==> src/rtl/burst_seq_pkg.sv <==
package burst_seq_pkg;
  typedef enum logic [1:0] {
    ORD_LINEAR = 2'd0,
    ORD_WRAP   = 2'd1,
    ORD_SINGLE = 2'd2
  } burst_ord_e;
endpackage

==> src/rtl/burst_order_decode.sv <==
module burst_order_decode
  import burst_seq_pkg::*;
#(
  parameter bit WRAP_EN = 1'b1
) (
  input  logic [1:0]  code_i,
  output burst_ord_e  ord_o
);
  if (WRAP_EN) begin : g_wrap
    always_comb begin
      unique case (code_i)
        2'b00:   ord_o = ORD_LINEAR;
        2'b10:   ord_o = ORD_WRAP;
        default: ord_o = ORD_SINGLE;
      endcase
    end
  end else begin : g_nowrap
    always_comb ord_o = (code_i == 2'b00) ? ORD_LINEAR : ORD_SINGLE;
  end
endmodule

==> src/rtl/burst_addr_step.sv <==
module burst_addr_step
  import burst_seq_pkg::*;
#(
  parameter int DW_W  = 30,
  parameter int OFF_W = 3
) (
  input  burst_ord_e        ord_i,
  input  logic [DW_W-1:0]   cur_i,
  input  logic [OFF_W-1:0]  start_off_i,
  input  logic [OFF_W-1:0]  beat_i,
  output logic [DW_W-1:0]   nxt_o,
  output logic [OFF_W-1:0]  beat_nxt_o
);
  localparam int              LINE_W = DW_W - OFF_W;
  localparam logic [OFF_W-1:0] LAST  = '1;

  always_comb begin
    nxt_o      = cur_i;
    beat_nxt_o = beat_i;
    unique case (ord_i)
      ORD_LINEAR: nxt_o = cur_i + DW_W'(1);
      ORD_WRAP: begin
        beat_nxt_o = beat_i + OFF_W'(1);
        if (beat_i == LAST)
          nxt_o = {cur_i[DW_W-1:OFF_W] + LINE_W'(1), start_off_i};
        else
          nxt_o = {cur_i[DW_W-1:OFF_W], cur_i[OFF_W-1:0] + OFF_W'(1)};
      end
      default: ;
    endcase
  end
endmodule

==> src/rtl/burst_addr_seq.sv <==
module burst_addr_seq
  import burst_seq_pkg::*;
#(
  parameter int ADDR_W  = 32,
  parameter int LINE_DW = 8,
  parameter bit WRAP_EN = 1'b1
) (
  input  logic              clk_i,
  input  logic              rst_ni,
  input  logic              start_i,
  input  logic [ADDR_W-1:0] start_addr_i,
  input  logic              end_i,
  input  logic              mst_rdy_i,
  input  logic              tgt_rdy_i,
  output logic              busy_o,
  output logic [ADDR_W-1:0] addr_o,
  output logic              disconnect_o
);
  localparam int DW_W  = ADDR_W - 2;
  localparam int OFF_W = $clog2(LINE_DW);

  burst_ord_e             ord_dec, ord_q;
  logic [DW_W-1:0]        cur_q, nxt;
  logic [OFF_W-1:0]       off_q, beat_q, beat_nxt;
  logic                   busy_q, disc_q, adv;

  burst_order_decode #(.WRAP_EN(WRAP_EN)) u_dec (
    .code_i (start_addr_i[1:0]),
    .ord_o  (ord_dec)
  );

  burst_addr_step #(.DW_W(DW_W), .OFF_W(OFF_W)) u_step (
    .ord_i       (ord_q),
    .cur_i       (cur_q),
    .start_off_i (off_q),
    .beat_i      (beat_q),
    .nxt_o       (nxt),
    .beat_nxt_o  (beat_nxt)
  );

  assign adv = busy_q & mst_rdy_i & tgt_rdy_i;

  always_ff @(posedge clk_i or negedge rst_ni) begin
    if (!rst_ni) begin
      busy_q <= 1'b0;
      cur_q  <= '0;
      off_q  <= '0;
      beat_q <= '0;
      ord_q  <= ORD_LINEAR;
      disc_q <= 1'b0;
    end else if (start_i) begin
      busy_q <= 1'b1;
      cur_q  <= start_addr_i[ADDR_W-1:2];
      off_q  <= start_addr_i[OFF_W+1:2];
      beat_q <= '0;
      ord_q  <= ord_dec;
      disc_q <= 1'b0;
    end else begin
      if (adv) begin
        cur_q  <= nxt;
        beat_q <= beat_nxt;
        if (ord_q == ORD_SINGLE) disc_q <= 1'b1;
      end
      if (end_i) begin
        busy_q <= 1'b0;
        disc_q <= 1'b0;
      end
    end
  end

  assign busy_o       = busy_q;
  assign addr_o       = {cur_q, 2'b00};
  assign disconnect_o = disc_q;
endmodule

==> config.mk <==
export PLATFORM = sky130hd
export DESIGN_NAME = burst_addr_seq
export DESIGN_NICKNAME = d
export VERILOG_FILES = /design/src/rtl/burst_seq_pkg.sv /design/src/rtl/burst_order_decode.sv /design/src/rtl/burst_addr_step.sv /design/src/rtl/burst_addr_seq.sv
export SDC_FILE = /design/constraint.sdc
export NUM_CORES = 1
export LEC_CHECK = 0
export ABC_CLOCK_PERIOD_IN_PS = 2800
export BUFFER_PORTS_ARGS = -buffer_cell sky130_fd_sc_hd__buf_2
export CAP_MARGIN = 20
export CORE_MARGIN = 2
export CORE_UTILIZATION = 53
export DETAILED_ROUTE_END_ITERATION = 12
export GPL_TIMING_DRIVEN = 0
export PLACE_DENSITY = 0.86
export REMOVE_ABC_BUFFERS = 1
export SYNTH_ARGS = -nofsm -noshare
export SYNTH_HDL_FRONTEND = slang
export SYNTH_HIERARCHICAL = 1
export SYNTH_SLANG_ARGS = --single-unit
==> constraint.sdc <==
create_clock -name clk_i -period 2.8 [get_ports clk_i]
set_clock_uncertainty 0.15 [all_clocks]
set_input_delay 0 -clock clk_i [delete_from_list [all_inputs] [get_ports clk_i]]
set_output_delay 0 -clock clk_i [all_outputs]
set_load 0.01 [all_outputs]
# Word-level counts from Yosys, hierarchy flattened
# Cells that the tools add are included.
classes:
  add_sub_neg: 4
  multipliers: 0
  div_mod_pow: 0
  n_lt_le_gt_ge: 0
  eq_ne: 5
  n_shift: 0
  muxes: 14
  bitwise: 2
  reduce_logical: 12
op_table:
  columns: ["operator", "count"]
  rows:
  - ["$mux 30", 3]
  - ["$pmux 30 s2", 1]
  - ["$add 30x1->30 const B", 1]
  - ["$add 27x1->27 const B", 1]
  - ["$mux 3", 3]
  - ["$reduce_bool 3->1", 3]
  - ["$add 3x1->3 const B", 2]
  - ["$mux 1", 6]
  - ["$reduce_and 2->1", 3]
  - ["$reduce_bool 2->1", 3]
  - ["$eq 2x2->1 const B", 2]
  - ["$logic_not 2->1", 2]
  - ["$pmux 2 s2", 1]
  - ["$eq 3x3->1 const B", 1]
  - ["$ne 3x2->1 const B", 1]
  - ["$reduce_and 3->1", 1]
  - ["$and 1x1->1", 2]
  - ["$eq 2x1->1 const B", 1]
totals:
  register_bits: 40
  latchBits: 0
  mem_bits_rw: 0
  rom_bits: 0
  input_bits: 38
  output_inout_bits: 34
  word_cells: 44
  memories: 0

# Longest topological paths before layout
# Gate-level depths: netlist of the first run.
logic_depth:
  word_depth: 5
  ltp_mapped: 10
  depth_no_buf: 8

# Hierarchy
# The synthesis of the first run kept the hierarchy.
by_module_without_submodules:
  columns: ["mod", "n_inst", "cells_per_inst", "area_each_um2", "seq_area_each_um2"]
  rows:
  - ["burst_addr_seq", 1, 200, 1925.6, 1001.0]
  - ["burst_addr_step", 1, 117, 848.3, 0.0]
  - ["burst_order_decode", 1, 2, 10.0, 0.0]

# Least setup slack after synthesis of the first run
# No wires, ideal clock.
synth_path:
  kind: "register to register"
  start: "register beat_q[0]"
  end: "register cur_q[15]"
  setup_ps: 120
  arrival_ps: 1858
  required_ps: 2530
  setup_slack_ps: 671
  stages_incl_launch_ff: 11
  path_buffers: 2
  synth_period_minus_slack_ps: 2129
  cell_sequence: "dfrtp_1 > ha_1 > ha_1 > and2_1 > buf_6 > o2111ai_4 > buf_6 > nor4_1 > xor2_1 > a21oi_2 > a21oi_2"
synth_via:
  elab_chain_cells: 3
synth_rtl:
  columns: ["item", "line_no", "rtl"]
  rows:
  - ["from (decl)", "burst_addr_seq.sv:24", "logic [OFF_W-1:0] off_q, beat_q, beat_nxt;"]
  - ["from (signal assigned)", "burst_addr_seq.sv:61", "beat_q <= beat_nxt;"]
  - ["$eq 3x3->1", "burst_addr_step.sv:24", "if (beat_i == LAST)"]
  - ["$ne 3x2->1 (no line)", null, null]
  - ["$reduce_and 3->1 (no line)", null, null]
  - ["to (signal assigned)", "burst_addr_seq.sv:53", "cur_q <= start_addr_i[ADDR_W-1:2];"]
  - ["to (signal assigned)", "burst_addr_seq.sv:60", "cur_q <= nxt;"]
  - ["to (decl)", "burst_addr_seq.sv:23", "logic [DW_W-1:0] cur_q, nxt;"]
# Every way passes these cells.
# A chain may end at the register's enable or synchronous reset.

# Worst setup path in the final report of the first run
layout_path:
  start: "register beat_q[0]"
  end: "register cur_q[28]"
# The elaborated chain is that of the path after synthesis.

==> impl_metrics.tcl, run 1 <==
set metrics [dict create \
    outcome "complete, no violations" \
    reg2reg_depth 8 \
    numCtsBuffers 5 \
    clkLatencyLatePin_ps 290 \
    core_um2 5070 \
    finalHoldViolations 0 \
    synth_edf_count 0 \
    yosys.area_share.adder_pct 1.80 \
    grt-ovfl-total 0 \
    vias 2670 \
    netlist_area_um2 2780 \
    start_kind "flop" \
    drt_iter0_markers 159 \
    fin_area_um2 3560 \
    synth_cell_types 39 \
    worst_path_max_delay_cell "nor4_1" \
    avgSynthCellArea_um2 8.73 \
    reg2reg_to "cur_q[28]" \
    cts_tree "built" \
    r2r_slack_ps 200 \
    fin_util_pct 70.1 \
    clk_pin_slew_ps 80 \
    synth_compound_area_share_pct 18.0 \
    synth_top_flop_cell "dfrtp_1" \
    muxShareOfSynthArea_pct 3.19 \
    antenna-diode-count 0 \
    fmax_mhz 385 \
    ys_seq_elements 40 \
    grt_setup_unrepaired "false" \
    worstSetupPathType "flop to flop" \
    crit_path_max_incr_delay_ps 430 \
    clock_path_buffers 2 \
    synthCells 319 \
    synth_top_family_by_area "simple AND/OR/NAND/NOR gates" \
    grt_pass1_wl_um 12100 \
    antenna_found_initial 0 \
    path_max_fanout 9 \
    globalplace.congestion 0.781 \
    viasPerCell 5.53 \
    ctsRootBufferMaster "clkbuf_8" \
    hold_class "primary input to flop" \
    area_delta_synth_final_pct 27.7 \
    slew_viol_final 0 \
    synth_top_area_cell "dfrtp_1" \
    dpl_cell_area_um2 3090 \
    slew-limit-headroom_pct 37.6 \
    setup_viol 0 \
    io_pins 72 \
    drive_above_1_share_pct 25.9 \
    drc 0 \
    clock-sinks 40 \
    avgRoutedWirePerCell_um 15.1 \
    h-tree-depth 2 \
    tightest_slew_ps 935 \
    fin_nets 454 \
    synthArstFlopShare_pct 100 \
    layout.cells.non_filler 483 \
    startpoint "beat_q[0]" \
    peakVddDrop_v 0.000292 \
    ant_nets 0 \
    port_buffers 69 \
    start_util_pct 54.9 \
    grt_max_degree 72 \
    die_y_um 76.5 \
    yosysWarnings 6 \
    dieWidth_um 76.5 \
    synth-xor-area-share_pct 8.49 \
    ys_seq_area_share_pct 36.0 \
    fin_crit_sh_pct 92.7 \
    rows 26 \
    drv_cap 0 \
    dieArea_um2 5850 \
    dpl.hpwl_um 4430 \
    crit_path_end_kind "flop" \
    drt-total-wl_um 7300 \
    grt_pass1_vias 2619 \
    synth_top_area_share_pct 36.0 \
    power_mw 1.53 \
    endpoint "cur_q[28]" \
    r2r_start "beat_q[0]" \
    path_cells "ha_1 -> ha_1 -> and2_1 -> o2111ai_2 -> nor4_1 -> xor2_1 -> a21oi_1 -> a21oi_1" \
    dp.cells 440 \
    grt_usage_pct 25.1 \
    yosys.area_share.simple_pct 25.9 \
    synthTopCellsByArea "dfrtp_1 (36%), a21oi_1 (9.5%), nor2b_1 (7.4%)" \
    arrival_ps 2660 \
    p_leak_nw 1.60 \
    tns_ps 0 \
    crit_required_ps 2860 \
    min_period_ps 2600 \
    p_per_area_nw_per_um2 430 \
    firstDrtPassIters 4 \
]
-- area by class of cell --
class / instances / area, um^2
Timing Repair Buffer: 106 / 756
Fill cell: 426 / 1520
Sequential cell: 40 / 1000
Inverter: 3 / 11.3
Clock buffer: 8 / 90.1
Multi-Input combinational cell: 256 / 1610
Tap cell: 70 / 87.6
-- metrics by stage --
step	hold slack [ps]	worst slack, ps
6_report	104	205
2_1_floorplan	-446	569
5_1_grt	144	0.459
4_1_cts	258	189
3_3_place_gp	25.7	324
3_5_place_dp	33.9	251
-- flip-flops by register name (all words and copies together), names as in the netlist --
signal and count:
disconnect_o 1, beat_q 3, off_q 3, cur_q 30, busy_o 1, ord_q 2
-- logic make-up after synthesis --
group           count (synthesis)
compound gates                 80
xor+xnor                       27
fa+ha+maj                       4
buf+inv                        24
flops                          40
mux                             8
other cells                     1
simple gates                  135
-- critical path, delay by kind of cell (launching register included) --
kind | cells | cell delay [ps]
flip-flops | 1 | 390
AND/OR/NAND/NOR | 2 | 820
XOR/XNOR | 1 | 180
adder cells (fa/ha/maj) | 2 | 360
AO/OA/AOI/OAI | 3 | 630
-- power by group --
| part | total [mW] | leakage [nW] | internal [mW] | switching (mW) |
|---|---|---|---|---|
| Clock | 0.405 | 0.0455 | 0.201 | 0.204 |
| Combinational | 0.407 | 1.09 | 0.195 | 0.211 |
| Sequential | 0.718 | 0.465 | 0.631 | 0.0867 |
-- how the worst min path moves through the flow --
stage | slack [ps] | cells after the start | start | endpoint
after floorplan | -450 | 0 | rst_ni | beat_q[0]
after global placement | 30 | 1 | rst_ni | cur_q[16]
after detailed placement | 30 | 2 | end_i | disconnect_o
after CTS | 260 | 3 | end_i | disconnect_o
after global routing | 140 | 3 | start_i | ord_q[0]
final | 100 | 3 | start_i | ord_q[0]
-- cells in the final DEF, fill, tap and decap left out, drive strengths merged, types with 2 or more instances in the layout --
master / instances
o2111ai: 2
o21ai: 5
conb: 2
clkbuf: 8
ha: 4
nor2: 13
nand3: 9
and3: 4
nor3: 2
xor2: 19
and4: 3
nand4: 3
nor2b: 33
a31oi: 3
buf: 72
a21oi: 67
nand2: 48
mux2: 7
nor4: 13
and3b: 2
dlygate4sd3: 34
xnor2: 8
dfrtp: 40
and2: 2
inv: 3
-- metal layers --
metal | up-vias | share of wire, % | global-route usage (%)
met5 | - | 0 | 0
met2 | 102 | 50 | 43.8
met4 | 0 | 2.6 | 10.9
li1 | 1284 | - | -
met1 | 1262 | 42 | 29.5
met3 | 22 | 5.3 | 5.57
-- synth_stat cells, types with 2 or more instances --
| master | instances |
|---|---|
| a21oi_1 | 53 |
| nand2_1 | 48 |
| dfrtp_1 | 40 |
| nor2b_1 | 33 |
| xor2_1 | 19 |
| a21oi_2 | 14 |
| nor2_1 | 13 |
| nor4_1 | 10 |
| nand3_1 | 9 |
| xnor2_1 | 8 |
| mux2_2 | 7 |
| buf_2 | 5 |
| o21ai_0 | 5 |
| and3_1 | 4 |
| buf_4 | 4 |
| buf_6 | 4 |
| ha_1 | 4 |
| a31oi_1 | 3 |
| and4_1 | 3 |
| buf_8 | 3 |
| clkbuf_1 | 3 |
| inv_1 | 3 |
| nor4_2 | 3 |
| and2_1 | 2 |
| and3b_1 | 2 |
| clkbuf_4 | 2 |
| nand4_1 | 2 |
| nor3_1 | 2 |
-- timing repair --
action / CTS / global route
hold buffers: 34 / 0
hold endpoints to repair: 77 / 0
buffers inserted: 0 / 0
resized for setup: 0 / 1
endpoints found under the setup margin: 0 / 1
(Power assumes the default switching activity.)
==> run 2: changes to the inputs <==
ABC_AREA = 0   (was unset)
CTS_BUF_LIST = sky130_fd_sc_hd__clkbuf_4 sky130_fd_sc_hd__clkbuf_8 sky130_fd_sc_hd__clkbuf_16   (was unset)
SKIP_CTS_REPAIR_TIMING = 1   (was unset)
==> run 2 against run 1 <==
- die area unchanged
- core utilization increased by 0.17 points
- critical path depth unchanged
- sequential power about the same
- sequential share of layout area decreased by 0.069 points
- critical endpoint is now cur_q[18]
==> impl_metrics.tcl, run 2 (synthesis results as in run 1) <==
set metrics [dict create \
    combPwrFrac_pct 26.3 \
    grt_max_degree 72 \
    grt_pass1_vias 2358 \
    pre_cts_slack_ps 251 \
    path_cells "ha_1 -> ha_1 -> and2_2 -> o2111ai_2 -> nor4_1 -> xor2_1 -> a21oi_1 -> a21oi_1" \
    fin_area_um2 3560 \
    ctsRootBufferMaster "clkbuf_8" \
    met1_length_um 3100 \
    drt_iter0_markers 159 \
    switching_share_pct 32.9 \
    p_int_mw 1.05 \
    dpl.hpwl_um 4430 \
    outcome "complete, no violations" \
    numCtsBuffers 5 \
    crit_required_ps 2860 \
    top_regs "cur_q: 30 flops, beat_q: 3 flops, off_q: 3 flops" \
    arrival_ps 2640 \
    p_leak_nw 1.61 \
    largest_register "cur_q" \
    ant_nets 0 \
    port_buffers 69 \
    min_from "start_i" \
    fin_nets 454 \
    die_y_um 76.5 \
    dieWidth_um 76.5 \
    crit_path_max_incr_delay_ps 460 \
    globalplace.congestion 0.781 \
    r2r_start "beat_q[0]" \
    cts_tree "built" \
    start_util_pct 54.9 \
    largest_reg_flops 30 \
    worst_slack_ps 219 \
    power_frac_seq_pct 46.1 \
    cp.buffers_inverters 0 \
    vias 2681 \
    layout_common_cells "buf_2 (69), a21oi_1 (53), nand2_1 (48)" \
    antenna-diode-count 0 \
    core_um2 5070 \
    fin_crit_sh_pct 92.2 \
    rows 26 \
    p_per_area_nw_per_um2 438 \
    grt_usage_pct 22.3 \
    drive_above_1_share_pct 26.6 \
    viasPerCell 5.55 \
    finalHoldViolations 0 \
    tightest_slew_ps 928 \
    dpl_cell_area_um2 3090 \
    clock-sinks 40 \
    slew-limit-headroom_pct 38.1 \
    peakVddDrop_v 0.000295 \
    startpoint "beat_q[0]" \
    met2_length_um 3810 \
    firstDrtPassIters 4 \
    power_frac_clock_pct 27.6 \
    grt-ovfl-total 0 \
    met3WireLength_um 443 \
    hold_class "primary input to flop" \
    fmax_mhz 387 \
    drv_cap 0 \
    min_period_ps 2580 \
    setup_viol 0 \
    worst_path_max_delay_cell "nor4_1" \
    slew_viol_final 0 \
    area_delta_synth_final_pct 28.0 \
    worstSetupPathType "flop to flop" \
    clock_path_buffers 2 \
    highest_layer "met4" \
    clkLatencyLatePin_ps 290 \
    power_mw 1.56 \
    drc 0 \
    hold_ws_ps 116 \
    crit_path_end_kind "flop" \
    io_pins 72 \
    p_sw_mw 0.513 \
    clk_pin_slew_ps 80 \
    dieArea_um2 5850 \
    layout.cells.most_common "buf_2" \
    drt-total-wl_um 7480 \
    avgRoutedWirePerCell_um 15.5 \
    path_max_fanout 9 \
    path_delay_family "simple AND/OR/NAND/NOR gates" \
    h-tree-depth 2 \
    antenna_found_initial 0 \
    start_kind "flop" \
    grt_pass1_wl_um 10900 \
]
[run 2: per-stage QoR]
stage | TNS (ps) | cells | utilization, %
floorplan | 0 | 299 | -
global placement | 0 | 438 | 60.1
detailed placement | 0 | 440 | 60.9
CTS | 0 | 448 | 62.8
global route | -7.46 | 483 | 70.2
finish | 0 | 483 | 70.2
[run 2: power groups by stage]
stage	sequential, mW	clock [mW]	combinational [mW]
detailed placement	0.727	0	0.358
CTS	0.716	0.434	0.361
finish	0.719	0.431	0.411
global route	0.730	0.460	0.449
floorplan	0.735	0	0.192
global placement	0.723	0	0.338
[run 2: final cells by class]
type	count	area, um^2
sequential	40	1000
multi-input combinational	256	1610
timing repair buffer	106	756
clock buffer	8	97.6
inverter	3	11.3
tap	70	87.6
fill	416	1510
[run 2: path summary, 6_finish.rpt]
kind | cells past startpoint | slack [ps] | end
max | 8 | 220 | cur_q[18]
min | 2 | 120 | beat_q[2]
max reg2reg | 8 | 220 | cur_q[18]
min reg2reg | 1 | 370 | off_q[0]
max in group asynchronous | 2 | 1690 | cur_q[21]
min in group asynchronous | 2 | 230 | cur_q[16]
[run 2: layer usage]
metal / global-route usage (%) / vias to the layer above
met4: 5.09 / 0
met2: 40.0 / 101
met1: 27.0 / 1277
li1: - / 1286
met5: 0 / -
met3: 5.45 / 17
==> run 3: changes to the inputs <==
HOLD_SLACK_MARGIN = 0.02   (was unset)
MAX_ROUTING_LAYER = met4   (was unset)
==> run 3 against run 2 <==
- sequential share of layout area unchanged
- non-clock buffer count unchanged
- final area did not move
- combinational power about the same
- count of clock-buffer cells in the layout unchanged
- critical path depth unchanged
- largest power group unchanged
- highest routed layer unchanged
==> impl_metrics.tcl, run 3 (synthesis results as in run 1) <==
set metrics [dict create \
    die_y_um 76.5 \
    area_delta_synth_final_pct 28.0 \
    viasPerCell 5.46 \
    largest_register "cur_q" \
    drt_iter0_markers 150 \
    grt_max_degree 72 \
    dieArea_um2 5850 \
    avgRoutedWirePerCell_um 15.5 \
    core_um2 5070 \
    firstDrtPassIters 4 \
    clock-sinks 40 \
    fin_crit_sh_pct 91.9 \
    start_kind "flop" \
    path_max_fanout 9 \
    crit_required_ps 2850 \
    grt_pass1_wl_um 10900 \
    crit_path_end_kind "flop" \
    peakVddDrop_v 0.000294 \
    drive_above_1_share_pct 26.6 \
    slew_viol_final 0 \
    dpl.hpwl_um 4430 \
    tightest_slew_ps 939 \
    drv_cap 0 \
    dieWidth_um 76.5 \
    dp.cells 440 \
    outcome "complete, no violations" \
    drc 0 \
    startpoint "beat_q[0]" \
    fin_nets 454 \
    vias 2637 \
    grt_setup_unrepaired "false" \
    tns_ps 0 \
    layout_common_cells "buf_2 (69), a21oi_1 (53), nand2_1 (48)" \
    numCtsBuffers 5 \
    clkLatencyLatePin_ps 290 \
    worstSetupPathType "flop to flop" \
    cts_tree "built" \
    r2r_start "beat_q[0]" \
    antenna-diode-count 0 \
    clk_pin_slew_ps 80 \
    min_from "start_i" \
    worst_slack_ps 228 \
    layout.cells.non_filler 483 \
    start_util_pct 54.9 \
    finalHoldViolations 0 \
    h-tree-depth 2 \
    fmax_mhz 389 \
    port_buffers 69 \
    setup_viol 0 \
    ant_nets 0 \
    ctsRootBufferMaster "clkbuf_8" \
    hold_class "primary input to flop" \
    grt-ovfl-total 0 \
    fin_util_pct 70.2 \
    min_period_ps 2570 \
    globalplace.congestion 0.791 \
    antenna_found_initial 0 \
    p_per_area_nw_per_um2 437 \
    fill_cells 416 \
    largest_reg_flops 30 \
    clock_path_buffers 2 \
    layout.cells.most_common "buf_2" \
    rows 26 \
    pre_cts_slack_ps 251 \
    top_regs "cur_q: 30 flops, beat_q: 3 flops, off_q: 3 flops" \
    grt_pass1_vias 2356 \
    grt_usage_pct 23.0 \
    power_mw 1.56 \
    p_leak_nw 1.61 \
    drt-total-wl_um 7500 \
    slew-limit-headroom_pct 37.4 \
    arrival_ps 2630 \
    io_pins 72 \
]
[run 3: worst max-delay path, cell delays in order (launching register included)]
cell and delay [ps]:
dfrtp_1 390, ha_1 160, ha_1 200, and2_2 290, o2111ai_2 330, nor4_1 460, xor2_1 190, a21oi_1 100
a21oi_1 220
[run 3: final timing paths]
check,to,slack (ps),depth (start not counted)
hold / removal,beat_q[2],100,2
setup reg to reg,cur_q[18],230,8
setup / recovery,cur_q[18],230,8
max in group asynchronous,cur_q[27],1670,2
min in group asynchronous,cur_q[16],240,2
hold reg to reg,off_q[0],370,1
[run 3: cell type report]
type	instances	area (um^2)	share of cell area [%]
inverters	3	11.3	0.316
multi-input cells	256	1610	45.2
flip-flops and latches	40	1000	28.1
well taps	70	87.6	2.46
clock buffers	8	97.6	2.74
repair buffers	106	756	21.2
[run 3: power by group]
group	total, mW	switching, mW	internal (mW)	leakage, nW
Combinational	0.411	0.216	0.195	1.09
Sequential	0.719	0.0879	0.631	0.465
Clock	0.429	0.208	0.221	0.0523
[run 3: layer usage]
metal | up-vias | global-route usage, % | part of all wire [%]
met3 | 12 | 5.21 | 4.9
met2 | 98 | 40.0 | 51
met1 | 1244 | 27.2 | 43
met5 | - | - | 0
met4 | 0 | 5.09 | 1.3
li1 | 1283 | - | -
[run 3: per-stage QoR]
step	hold WS, ps	area (um^2)
after CTS	-277	3190
after detailed placement	33.9	3090
after floorplan	-446	2620
after global routing	140	3560
after global placement	25.7	3050
final	101	3560
